### src/rtl/txs_pkg.sv
package txs_pkg;
  typedef enum logic [1:0] {
    DK_IDLE       = 2'd0,
    DK_DATA       = 2'd1,
    DK_UNASSIGNED = 2'd2
  } dec_kind_e;
endpackage

### src/rtl/txs_slot_timer.sv
module txs_slot_timer #(
  parameter int SLOT_CLKS = 24
) (
  input  logic clk,
  input  logic rst_n,
  output logic tick
);
  localparam int TW = $clog2(SLOT_CLKS);
  localparam logic [TW-1:0] LAST = TW'(SLOT_CLKS - 1);

  logic [TW-1:0] cnt_q, cnt_d;

  always_comb begin
    cnt_d = cnt_q + 1'b1;
    if (cnt_q == LAST) cnt_d = '0;
  end

  assign tick = (cnt_q == LAST);

  always_ff @(posedge clk or negedge rst_n) begin
    if (!rst_n) cnt_q <= '0;
    else        cnt_q <= cnt_d;
  end

  // the counter never leaves its range
  p_cnt_range_r1: assert property (@(posedge clk) disable iff (!rst_n)
    cnt_q <= LAST);
endmodule

### src/rtl/txs_rate_acc.sv
module txs_rate_acc #(
  parameter int RW  = 16,
  parameter int PW  = 2,
  parameter int SW  = 4,
  parameter int IDX = 0
) (
  input  logic          clk,
  input  logic          rst_n,
  input  logic          cfg_we,
  input  logic [SW-1:0] cfg_sel,
  input  logic [RW-1:0] cfg_i,
  input  logic [RW-1:0] cfg_m,
  input  logic [PW-1:0] cfg_prio,
  input  logic          act_we,
  input  logic          act_on,
  input  logic          tick,
  input  logic          stall,
  input  logic          grant,
  output logic          elig,
  output logic [PW-1:0] prio
);
  logic          hit, cfg_ok, wr_ok, act_hit, adv;
  logic [RW-1:0] i_q, i_d, m_q, m_d;
  logic [PW-1:0] p_q, p_d;
  logic          on_q, on_d;
  logic [RW:0]   acc_q, acc_d;

  assign hit     = (cfg_sel == SW'(IDX));
  assign cfg_ok  = (cfg_m != '0) && (cfg_i <= cfg_m);
  assign wr_ok   = cfg_we && hit && cfg_ok;
  assign act_hit = act_we && hit;
  assign adv     = tick && !stall && on_q;

  assign elig = on_q && (m_q != '0) && (acc_q >= {1'b0, m_q});
  assign prio = p_q;

  always_comb begin
    i_d   = i_q;
    m_d   = m_q;
    p_d   = p_q;
    on_d  = on_q;
    acc_d = acc_q;
    if (adv) begin
      if (grant)      acc_d = acc_q - {1'b0, m_q} + {1'b0, i_q};
      else if (!elig) acc_d = acc_q + {1'b0, i_q};
    end
    if (wr_ok) begin
      i_d = cfg_i;
      m_d = cfg_m;
      p_d = cfg_prio;
    end
    if (act_hit) on_d = act_on;
    if (wr_ok || act_hit) acc_d = '0;
  end

  always_ff @(posedge clk or negedge rst_n) begin
    if (!rst_n) begin
      i_q   <= '0;
      m_q   <= '0;
      p_q   <= '0;
      on_q  <= 1'b0;
      acc_q <= '0;
    end else begin
      i_q   <= i_d;
      m_q   <= m_d;
      p_q   <= p_d;
      on_q  <= on_d;
      acc_q <= acc_d;
    end
  end

  // credit stays below twice the window
  p_acc_bound_r2: assert property (@(posedge clk) disable iff (!rst_n)
    (on_q && m_q != '0) |-> (acc_q < {m_q, 1'b0}));
  // a rejected write leaves the ratio and priority untouched
  p_reject_r8: assert property (@(posedge clk) disable iff (!rst_n)
    (cfg_we && hit && !cfg_ok) |=> ($stable(i_q) && $stable(m_q) && $stable(p_q)));
  // a grant only reaches an eligible, active source
  p_grant_elig_r9: assert property (@(posedge clk) disable iff (!rst_n)
    grant |-> (elig && on_q));
endmodule

### src/rtl/txs_pick.sv
module txs_pick #(
  parameter int NSRC = 9,
  parameter int PW   = 2,
  parameter int SW   = 4
) (
  input  logic [NSRC-1:0]         elig,
  input  logic [NSRC-1:0][PW-1:0] prio,
  output logic                    any,
  output logic [SW-1:0]           win
);
  logic [PW-1:0] best;

  always_comb begin
    any  = 1'b0;
    win  = '0;
    best = '0;
    for (int k = NSRC - 1; k >= 0; k--) begin
      if (elig[k] && (!any || prio[k] >= best)) begin
        any  = 1'b1;
        win  = SW'(k);
        best = prio[k];
      end
    end
  end
endmodule

### src/rtl/txcell_rate_sched.sv
module txcell_rate_sched #(
  parameter int NCH       = 8,
  parameter int RW        = 16,
  parameter int PW        = 2,
  parameter int SLOT_CLKS = 24,
  localparam int NSRC     = NCH + 1,
  localparam int SW       = $clog2(NSRC),
  localparam int CW       = $clog2(NCH)
) (
  input  logic          clk,
  input  logic          rst_n,
  input  logic          cfg_we,
  input  logic [SW-1:0] cfg_sel,
  input  logic [RW-1:0] cfg_i,
  input  logic [RW-1:0] cfg_m,
  input  logic [PW-1:0] cfg_prio,
  input  logic          act_we,
  input  logic          act_on,
  input  logic          fifo_full,
  output logic          dec_strobe,
  output logic [1:0]    dec_kind,
  output logic [CW-1:0] dec_chan,
  output logic          fetch_req
);
  import txs_pkg::*;

  logic rst_meta_q, rst_sync_q;

  always_ff @(posedge clk or negedge rst_n) begin
    if (!rst_n) begin
      rst_meta_q <= 1'b0;
      rst_sync_q <= 1'b0;
    end else begin
      rst_meta_q <= 1'b1;
      rst_sync_q <= rst_meta_q;
    end
  end

  logic                    tick, stall, decide, any;
  logic [SW-1:0]           win;
  logic [NSRC-1:0]         elig, grant;
  logic [NSRC-1:0][PW-1:0] prio;

  txs_slot_timer #(.SLOT_CLKS(SLOT_CLKS)) u_timer (
    .clk(clk), .rst_n(rst_sync_q), .tick(tick)
  );

  for (genvar g = 0; g < NSRC; g++) begin : g_src
    txs_rate_acc #(.RW(RW), .PW(PW), .SW(SW), .IDX(g)) u_acc (
      .clk(clk), .rst_n(rst_sync_q),
      .cfg_we(cfg_we), .cfg_sel(cfg_sel), .cfg_i(cfg_i), .cfg_m(cfg_m),
      .cfg_prio(cfg_prio), .act_we(act_we), .act_on(act_on),
      .tick(tick), .stall(stall), .grant(grant[g]),
      .elig(elig[g]), .prio(prio[g])
    );
    assign grant[g] = decide && any && (win == SW'(g));

    // no eligible source outranks the winner
    p_pick_rank_r3: assert property (@(posedge clk) disable iff (!rst_sync_q)
      (decide && elig[g]) |->
        (any && ((prio[g] < prio[win]) || (prio[g] == prio[win] && win <= SW'(g)))));
  end

  txs_pick #(.NSRC(NSRC), .PW(PW), .SW(SW)) u_pick (
    .elig(elig), .prio(prio), .any(any), .win(win)
  );

  logic          strobe_q, strobe_d, pend_q, pend_d;
  dec_kind_e     kind_q, kind_d;
  logic [CW-1:0] chan_q, chan_d;

  assign fetch_req = pend_q && !fifo_full;
  assign stall     = tick && pend_q && fifo_full;
  assign decide    = tick && !stall;

  always_comb begin
    strobe_d = decide;
    kind_d   = kind_q;
    chan_d   = chan_q;
    pend_d   = pend_q;
    if (fetch_req) pend_d = 1'b0;
    if (decide) begin
      chan_d = '0;
      if (!any) begin
        kind_d = DK_IDLE;
      end else if (win == SW'(NCH)) begin
        kind_d = DK_UNASSIGNED;
      end else begin
        kind_d = DK_DATA;
        chan_d = win[CW-1:0];
        pend_d = 1'b1;
      end
    end
  end

  always_ff @(posedge clk or negedge rst_sync_q) begin
    if (!rst_sync_q) begin
      strobe_q <= 1'b0;
      kind_q   <= DK_IDLE;
      chan_q   <= '0;
      pend_q   <= 1'b0;
    end else begin
      strobe_q <= strobe_d;
      kind_q   <= kind_d;
      chan_q   <= chan_d;
      pend_q   <= pend_d;
    end
  end

  assign dec_strobe = strobe_q;
  assign dec_kind   = kind_q;
  assign dec_chan   = chan_q;

  // a decision marker lasts a single cycle
  p_strobe_gap_r1: assert property (@(posedge clk) disable iff (!rst_sync_q)
    dec_strobe |=> !dec_strobe);
  // fetch requests belong to data decisions only
  p_fetch_data_r5: assert property (@(posedge clk) disable iff (!rst_sync_q)
    fetch_req |-> (kind_q == DK_DATA));
  // a withheld fetch keeps its channel
  p_hold_full_r6: assert property (@(posedge clk) disable iff (!rst_sync_q)
    (pend_q && fifo_full) |=> (pend_q && $stable(dec_chan)));
  // a boundary with a withheld fetch produces no decision
  p_stall_skip_r7: assert property (@(posedge clk) disable iff (!rst_sync_q)
    (tick && pend_q && fifo_full) |=> !dec_strobe);
endmodule

### config.mk
export PLATFORM = sky130hd
export DESIGN_NAME = txcell_rate_sched
export DESIGN_NICKNAME = d
export VERILOG_FILES = /design/src/rtl/txs_pkg.sv /design/src/rtl/txs_slot_timer.sv /design/src/rtl/txs_rate_acc.sv /design/src/rtl/txs_pick.sv /design/src/rtl/txcell_rate_sched.sv
export SDC_FILE = /design/constraint.sdc
export NUM_CORES = 2
export LEC_CHECK = 0
export BUFFER_PORTS_ARGS = -buffer_cell sky130_fd_sc_hd__clkbuf_2
export CAP_MARGIN = 20
export CORE_ASPECT_RATIO = 0.9
export CORE_MARGIN = 2
export CORE_UTILIZATION = 40
export DETAILED_ROUTE_END_ITERATION = 8
export GPL_ROUTABILITY_DRIVEN = 1
export PLACE_DENSITY_LB_ADDON = 0.15
export SLEW_MARGIN = 25
export SYNTH_ARGS = -nofsm -noshare
export SYNTH_HDL_FRONTEND = slang
export SYNTH_HIERARCHICAL = 1
export SYNTH_SLANG_ARGS = --single-unit
### constraint.sdc
create_clock -name clk -period 18.2 [get_ports clk]
set_input_delay 2.73 -clock clk [delete_from_list [all_inputs] [get_ports clk]]
set_output_delay 2.73 -clock clk [all_outputs]
set_load 0.1 [all_outputs]
Yosys cells after proc, flatten, opt, wreduce, memory -nomap -nowiden
Cells that the tools add are included.
{ "word_totals": {"regBits": 482, "in_bits": 44} }
{ "op_classes": {"n_addsub": 28, "magnitude_cmp": 18, "eq_ne": 26, "n_mux": 71, "reduce_logical": 134} }
{ "op_table": {"columns": ["op", "n"], "rows": [
  ["2-to-1 mux 17 bit", 36],
  ["adder 17 x 16 -> 17 bit", 18],
  ["nonzero test 16 bit", 10],
  [">= comparator 17 x 16 -> 1 bit", 9],
  ["subtractor 17 x 16 -> 17 bit", 9],
  ["logical AND 1 bit", 77],
  ["2-to-1 mux 4 bit", 9],
  ["== test 4 x 3 -> 1 bit (second input constant)", 8],
  ["inequality test 3 x 2 -> 1 bit (second input constant)", 9],
  ["2-to-1 mux 2 bit", 10],
  ["AND reduction 2 bit", 9],
  ["nonzero test 2 bit", 9],
  ["logical OR 1 bit", 17],
  ["== test 4 x 2 -> 1 bit (second input constant)", 4],
  [">= comparator 2 bit", 8],
  ["<= comparator 16 bit", 1],
  ["2-to-1 mux 1 bit", 13],
  ["logical NOT 1 bit", 10],
  ["== test 4 x 1 -> 1 bit (second input constant)", 2],
  ["== test 4 bit (second input constant)", 2],
  ["logical NOT 4 bit", 2],
  ["2-to-1 mux 3 bit", 2],
  ["adder 5 x 1 -> 5 bit (second input constant)", 1],
  ["== test 5 bit (second input constant)", 1],
  ["2-to-1 mux 5 bit", 1]
]} }

Depth between registers and ports, before layout
{ "depth": {"ltp_word": 41, "depth_mapped": 72} }

Modules after synthesis
The synthesis kept the hierarchy.
{ "by_module_without_submodules": {"columns": ["mod", "n_inst", "cells_per_inst", "area_per_inst_um2", "seq_area_each_um2"], "rows": [
  ["txs_rate_acc (g_src[0].u_acc)", 1, 575, 5128.7, 1301.2],
  ["txs_rate_acc (g_src[2].u_acc)", 1, 582, 5127.4, 1301.2],
  ["txs_rate_acc (g_src[1].u_acc)", 1, 582, 5089.9, 1301.2],
  ["txs_rate_acc (g_src[3].u_acc)", 1, 607, 5084.9, 1301.2],
  ["txs_rate_acc (g_src[8].u_acc)", 1, 600, 5022.3, 1301.2],
  ["txs_rate_acc (g_src[7].u_acc)", 1, 580, 4998.5, 1301.2],
  ["txs_rate_acc (g_src[6].u_acc)", 1, 568, 4997.3, 1301.2],
  ["txs_rate_acc (g_src[5].u_acc)", 1, 573, 4805.9, 1301.2],
  ["txs_rate_acc (g_src[4].u_acc)", 1, 573, 4804.6, 1301.2],
  ["txs_pick", 1, 118, 870.8, 0.0],
  ["txcell_rate_sched", 1, 48, 508.0, 225.2],
  ["txs_slot_timer", 1, 15, 216.5, 125.1]
]} }

Least setup slack after synthesis
No wires, ideal clock.
{ "synth_timing": {"kind": "register to register", "from": "register g_src[8].u_acc.m_q[6]", "to": "register g_src[6].u_acc.acc_q[16]", "setup_time_ns": 0.127, "arrival_ns": 12.910, "required_ns": 18.073, "setup_slack_ns": 5.163, "path_stages_with_launch": 69, "path_buffers": 3, "period_less_slack_ns": 13.037, "cell_sequence": "dfrtp_1 -> inv_1 -> ha_1 -> a21oi_1 -> o21ai_0 -> a2111oi_0 -> nor2_1 -> nor2_1 -> nor2_1 -> and2_2 -> ha_1 -> nor2b_1 -> o2bb2ai_2 -> mux2_2 -> ha_1 -> o311a_1 -> mux2i_1 -> and2_1 -> [33 not listed] -> ha_1 -> nand2b_1 -> a21oi_1 -> a21boi_0 -> nor2_1 -> nand3_1 -> nor2_1 -> buf_2 -> or3b_1 -> nor4_2 -> clkinv_1 -> or4_1 -> a21o_1 -> o211ai_1 -> a21oi_1 -> nand4b_1 -> o22a_1 -> o22ai_1"} }
{ "synth_between": {"elab_chain_len": 41, "word_cells_on_any_way": 70, "cone_classes": "order compare (9); eq/ne (2); mux (29); reduce/logical (30)"} }
{ "synth_lines": {"columns": ["item", "line", "source"], "rows": [
  ["start: declaration", "txs_rate_acc.sv:23", "logic [RW-1:0] i_q, i_d, m_q, m_d;"],
  ["start signal: assignment", "txs_rate_acc.sv:65", "m_q <= m_d;"],
  ["branches (longest 2 deep; another with >= comparator 17 x 16 -> 1 bit)", null, null],
  ["logical AND 1 bit *", "txs_rate_acc.sv:34", "assign elig = on_q && (m_q != '0) && (acc_q >= {1'b0, m_q});"],
  ["named net elig[8]", "txcell_rate_sched.sv:41", "logic [NSRC-1:0] elig, grant;"],
  ["2-to-1 mux 2 bit or 2-to-1 mux 1 bit (tied branches)", "txs_pick.sv:18", "if (elig[k] && (!any || prio[k] >= best)) begin"],
  [">= comparator 2 bit or logical NOT 1 bit (tied branches)", "txs_pick.sv:18", null],
  ["logical OR 1 bit", "txs_pick.sv:18", null],
  ["logical AND 1 bit", "txs_pick.sv:18", null],
  ["2-to-1 mux 2 bit or 2-to-1 mux 1 bit (tied branches)", "txs_pick.sv:18", null],
  ["[27 not listed]", null, null],
  ["2-to-1 mux 4 bit *", "txs_pick.sv:18", null],
  ["named net win[2]", "txcell_rate_sched.sv:40", "logic [SW-1:0] win;"],
  ["== test 4 x 3 -> 1 bit *", "txcell_rate_sched.sv:56", "assign grant[g] = decide && any && (win == SW'(g));"],
  ["logical AND 1 bit *", "txcell_rate_sched.sv:56", null],
  ["named net grant[6]", "txcell_rate_sched.sv:41", null],
  ["2-to-1 mux 17 bit", "txs_rate_acc.sv:44", "if (grant) acc_d = acc_q - {1'b0, m_q} + {1'b0, i_q};"],
  ["2-to-1 mux 17 bit", "txs_rate_acc.sv:43", "if (adv) begin"],
  ["2-to-1 mux 17 bit", "txs_rate_acc.sv:53", "if (wr_ok || act_hit) acc_d = '0;"],
  ["end signal: assignment", "txs_rate_acc.sv:62", "acc_q <= '0;"],
  ["end signal: assignment", "txs_rate_acc.sv:68", "acc_q <= acc_d;"],
  ["end: declaration", "txs_rate_acc.sv:26", "logic [RW:0] acc_q, acc_d;"]
]} }
Mark *: on every way through the listed nets, which the timed path passes. The select of a mux whose other input is x is not followed.
A chain may end at the register's enable or synchronous reset.

Worst setup path in the final report
{ "layout_timing": {"from": "register g_src[8].u_acc.m_q[10]", "to": "register g_src[6].u_acc.acc_q[15]"} }
Same word-level chain as after synthesis.

==> results.cfg <==
[pwr]
power_density_nw_per_um2 = 191.6
switching_power_w = 0.004757
p_comb_frac = 0.673
p_leak_nw = 24.72
p_seq_frac = 0.184
p_sw_frac = 0.4862
irDropWorstVdd_uv = 146.2
power_frac_clock = 0.143
p_total_w = 0.009785
internal_power_w = 0.005028

[sta]
setup_tns_ns = 0
min_period_ns = 15.58
clock_skew_ns = 0.02505
worst_pin_slew_ns = 1.045
drv_slew = 0
final-setup-viol-count = 0
slew_headroom = 0.3031
final_hold_viol_count = 0
rsz0062_at_grt = false
fmax_ghz = 0.06417
period_share = 0.8562

[logic_synthesis]
async_reset_ff_frac = 1.000
ys_types = 137
syn_nets = 6209
synth_edf_count = 0
synthCells = 5421
avgSynthCellArea_sq_um = 8.606
synthTopCellsByArea = dfrtp_1 (26%), ha_1 (16%), inv_1 (7.3%)
ys_seq_elements = 482
ys_warn_count = 6
synth-seq-area-share = 0.2585
syn-cell-area_sq_um = 46650
synth_top_cell_by_area = dfrtp_1
synth_flop_cell = dfrtp_1
synth_top_area_frac = 0.2585

[setup_path]
cp_data_arrival_time_ns = 16.14
worstSetupPathType = flop to flop
cp.required_ns = 18.75
crit_fanout = 31
cp-start-kind = flop
max_stage_delay_ns = 0.70
crit_path_end_kind = flop
crit_slowest_cell = nor2b_1
path_common_cell = ha_1
r2r_slack_ns = 2.62

[floorplan]
io_pins = 51
coreArea_sq_um = 115300
start_util = 0.4046
die-height_um = 328.0
die_x_um = 364.0
dieArea_sq_um = 119400
num_rows = 118

[worst_hold_path]
min_path_type = flop to flop

[routing]
wl_per_cell_um = 21.21
wirelength_mm = 150.4
final_antenna_net_count = 0
vias = 39503
viasPerCell = 5.572
drc = 0
dr.pass1.iters = 6
drt_iter0_markers = 3073

[clock_network]
post-cts-setup-buffers = 0
cts_tree = done
clk_pin_slew_ns = 0.06
worstSkewPairLatency_ns = 0.65
htreeDepth = 3
clock-root-buffer = clkbuf_16
clkSinkCount = 482
cts_buffers = 66
cts_resized = 0
holdBufCountCts = 0
cts_buffer_depth = 3

[final_layout]
num-nets-final = 6262
final_core_util = 0.4429
final_area_sq_um = 51070
area_growth_pct = 9.453
fin_cells = 7089
drive_above_1_share = 0.08125

[placement]
io_buffers = 50
dp_hpwl_mm = 104.8
dp_cells = 6966
gp_congestion = 0.8833
dpl-instance-area_sq_um = 48790

[global_routing]
antenna_found_initial = 12
grt-ovfl-total = 0
grt_pass1_vias = 38120
grt_pass1_wl_mm = 231.5
grt_max_degree = 148
gr-usage-all-layers = 0.2519

[flow_run]
maxCapViolCount = 0

[status]
run_status = completed
[final timing paths]
check	startpoint	end	cells after the start
max reg2reg	g_src[8].u_acc/m_q[10]	g_src[6].u_acc/acc_q[15]	63
min in group asynchronous	rst_sync_q	g_src[5].u_acc/i_q[2]	0
min reg2reg	rst_meta_q	rst_sync_q	0
max in group asynchronous	rst_sync_q	g_src[1].u_acc/i_q[6]	2
min	rst_meta_q	rst_sync_q	0
max	g_src[8].u_acc/m_q[10]	g_src[6].u_acc/acc_q[15]	63
[metal layers]
| metal | up-vias | global-route usage | routed length (um) |
|---|---|---|---|
| li1 | 19212 | - | - |
| met1 | 19028 | 0.3662 | 71900 |
| met2 | 1012 | 0.3808 | 64080 |
| met3 | 243 | 0.04271 | 9463 |
| met4 | 8 | 0.07586 | 4897 |
| met5 | - | 0 | 51 |
[sequential cells by signal (all words and copies together), names as in the netlist, 2 cells and up]
| signal | count |
|---|---|
| g_src.u_acc/prio | 18 |
| dec_kind | 2 |
| g_src.u_acc/on_q | 9 |
| g_src.u_acc/acc_q | 153 |
| dec_chan | 3 |
| g_src.u_acc/m_q | 144 |
| g_src.u_acc/i_q | 144 |
| u_timer/cnt_q | 5 |
[layout by cell type (no fill, tap or decap), types with 61 or more instances in the layout]
| master | n |
|---|---|
| inv_1 | 906 |
| ha_1 | 591 |
| dfrtp_1 | 481 |
| o21ai_0 | 392 |
| nand2_1 | 387 |
| nor2_1 | 284 |
| a21oi_1 | 267 |
| fa_1 | 153 |
| a21o_1 | 128 |
| a211oi_1 | 119 |
| xnor2_1 | 115 |
| o21ai_1 | 110 |
| nor4_1 | 89 |
| nand3_1 | 82 |
| nand4_1 | 81 |
| nor3_1 | 78 |
| clkbuf_16 | 68 |
| xor2_1 | 63 |
| buf_4 | 61 |
[power groups by stage]
stage	Clock (W)	Combinational, W	Sequential, W
6_report	0.00140	0.00658	0.00180
5_1_grt	0.00147	0.00744	0.00186
4_1_cts	0.00143	0.00654	0.00180
3_5_place_dp	0	0.00649	0.00182
3_3_place_gp	0	0.00647	0.00182
2_1_floorplan	0	0.00506	0.00169
[synth_stat cells (all sizes together), types with 83 or more instances]
| cell | number |
|---|---|
| dfrtp | 482 |
| nand2 | 387 |
| a211oi | 129 |
| mux2 | 108 |
| nor4 | 97 |
| nor2 | 291 |
| ha | 591 |
| nand3 | 83 |
| xnor2 | 115 |
| inv | 907 |
| fa | 153 |
| a21oi | 274 |
| a21o | 128 |
| o21ai | 507 |
[cell families (layout without fill, tap and decap cells)]
family | after synthesis | in the layout | synth area share
AOI/OAI and AO/OA | 1463 | 1463 | 0.2076
and+or+nand+nor | 1363 | 1363 | 0.1499
buffers and inverters | 1039 | 1144 | 0.08748
adders and majority gates | 744 | 744 | 0.2241
DFF | 482 | 482 | 0.2585
xor gates and xnor gates | 178 | 178 | 0.03342
muxes | 151 | 151 | 0.03891
other | 1 | 4 | 0.00008038
[critical path: cells and delay by family, from the launching register on]
kind                       cells  cell delay (ns)
and+or+nand+nor               25             5.81
AOI/OAI and AO/OA             23             4.92
adders and majority gates      9             2.57
muxes                          3             0.95
buffers and inverters          3             0.84
DFF                            1             0.39
[stage by stage]
stage,setup slack (ns),hold WS [ns]
after floorplan,3.771,0.3312
after global placement,2.717,0.3332
after detailed placement,2.590,0.3410
after CTS,2.553,0.3562
after global routing,1.419,0.3666
final,2.616,0.3533
[layout make-up]
type                    count  area, sq um
well taps                1560         1952
diodes                      3        7.507
clock inverters            28        394.1
repair buffers            113        739.5
multi-input cells        3900        30620
inverters                 911         3420
fillers                 11443        64240
clock buffers              92         1872
flip-flops and latches    482        12070
Power figures use the tool's default switching activity.
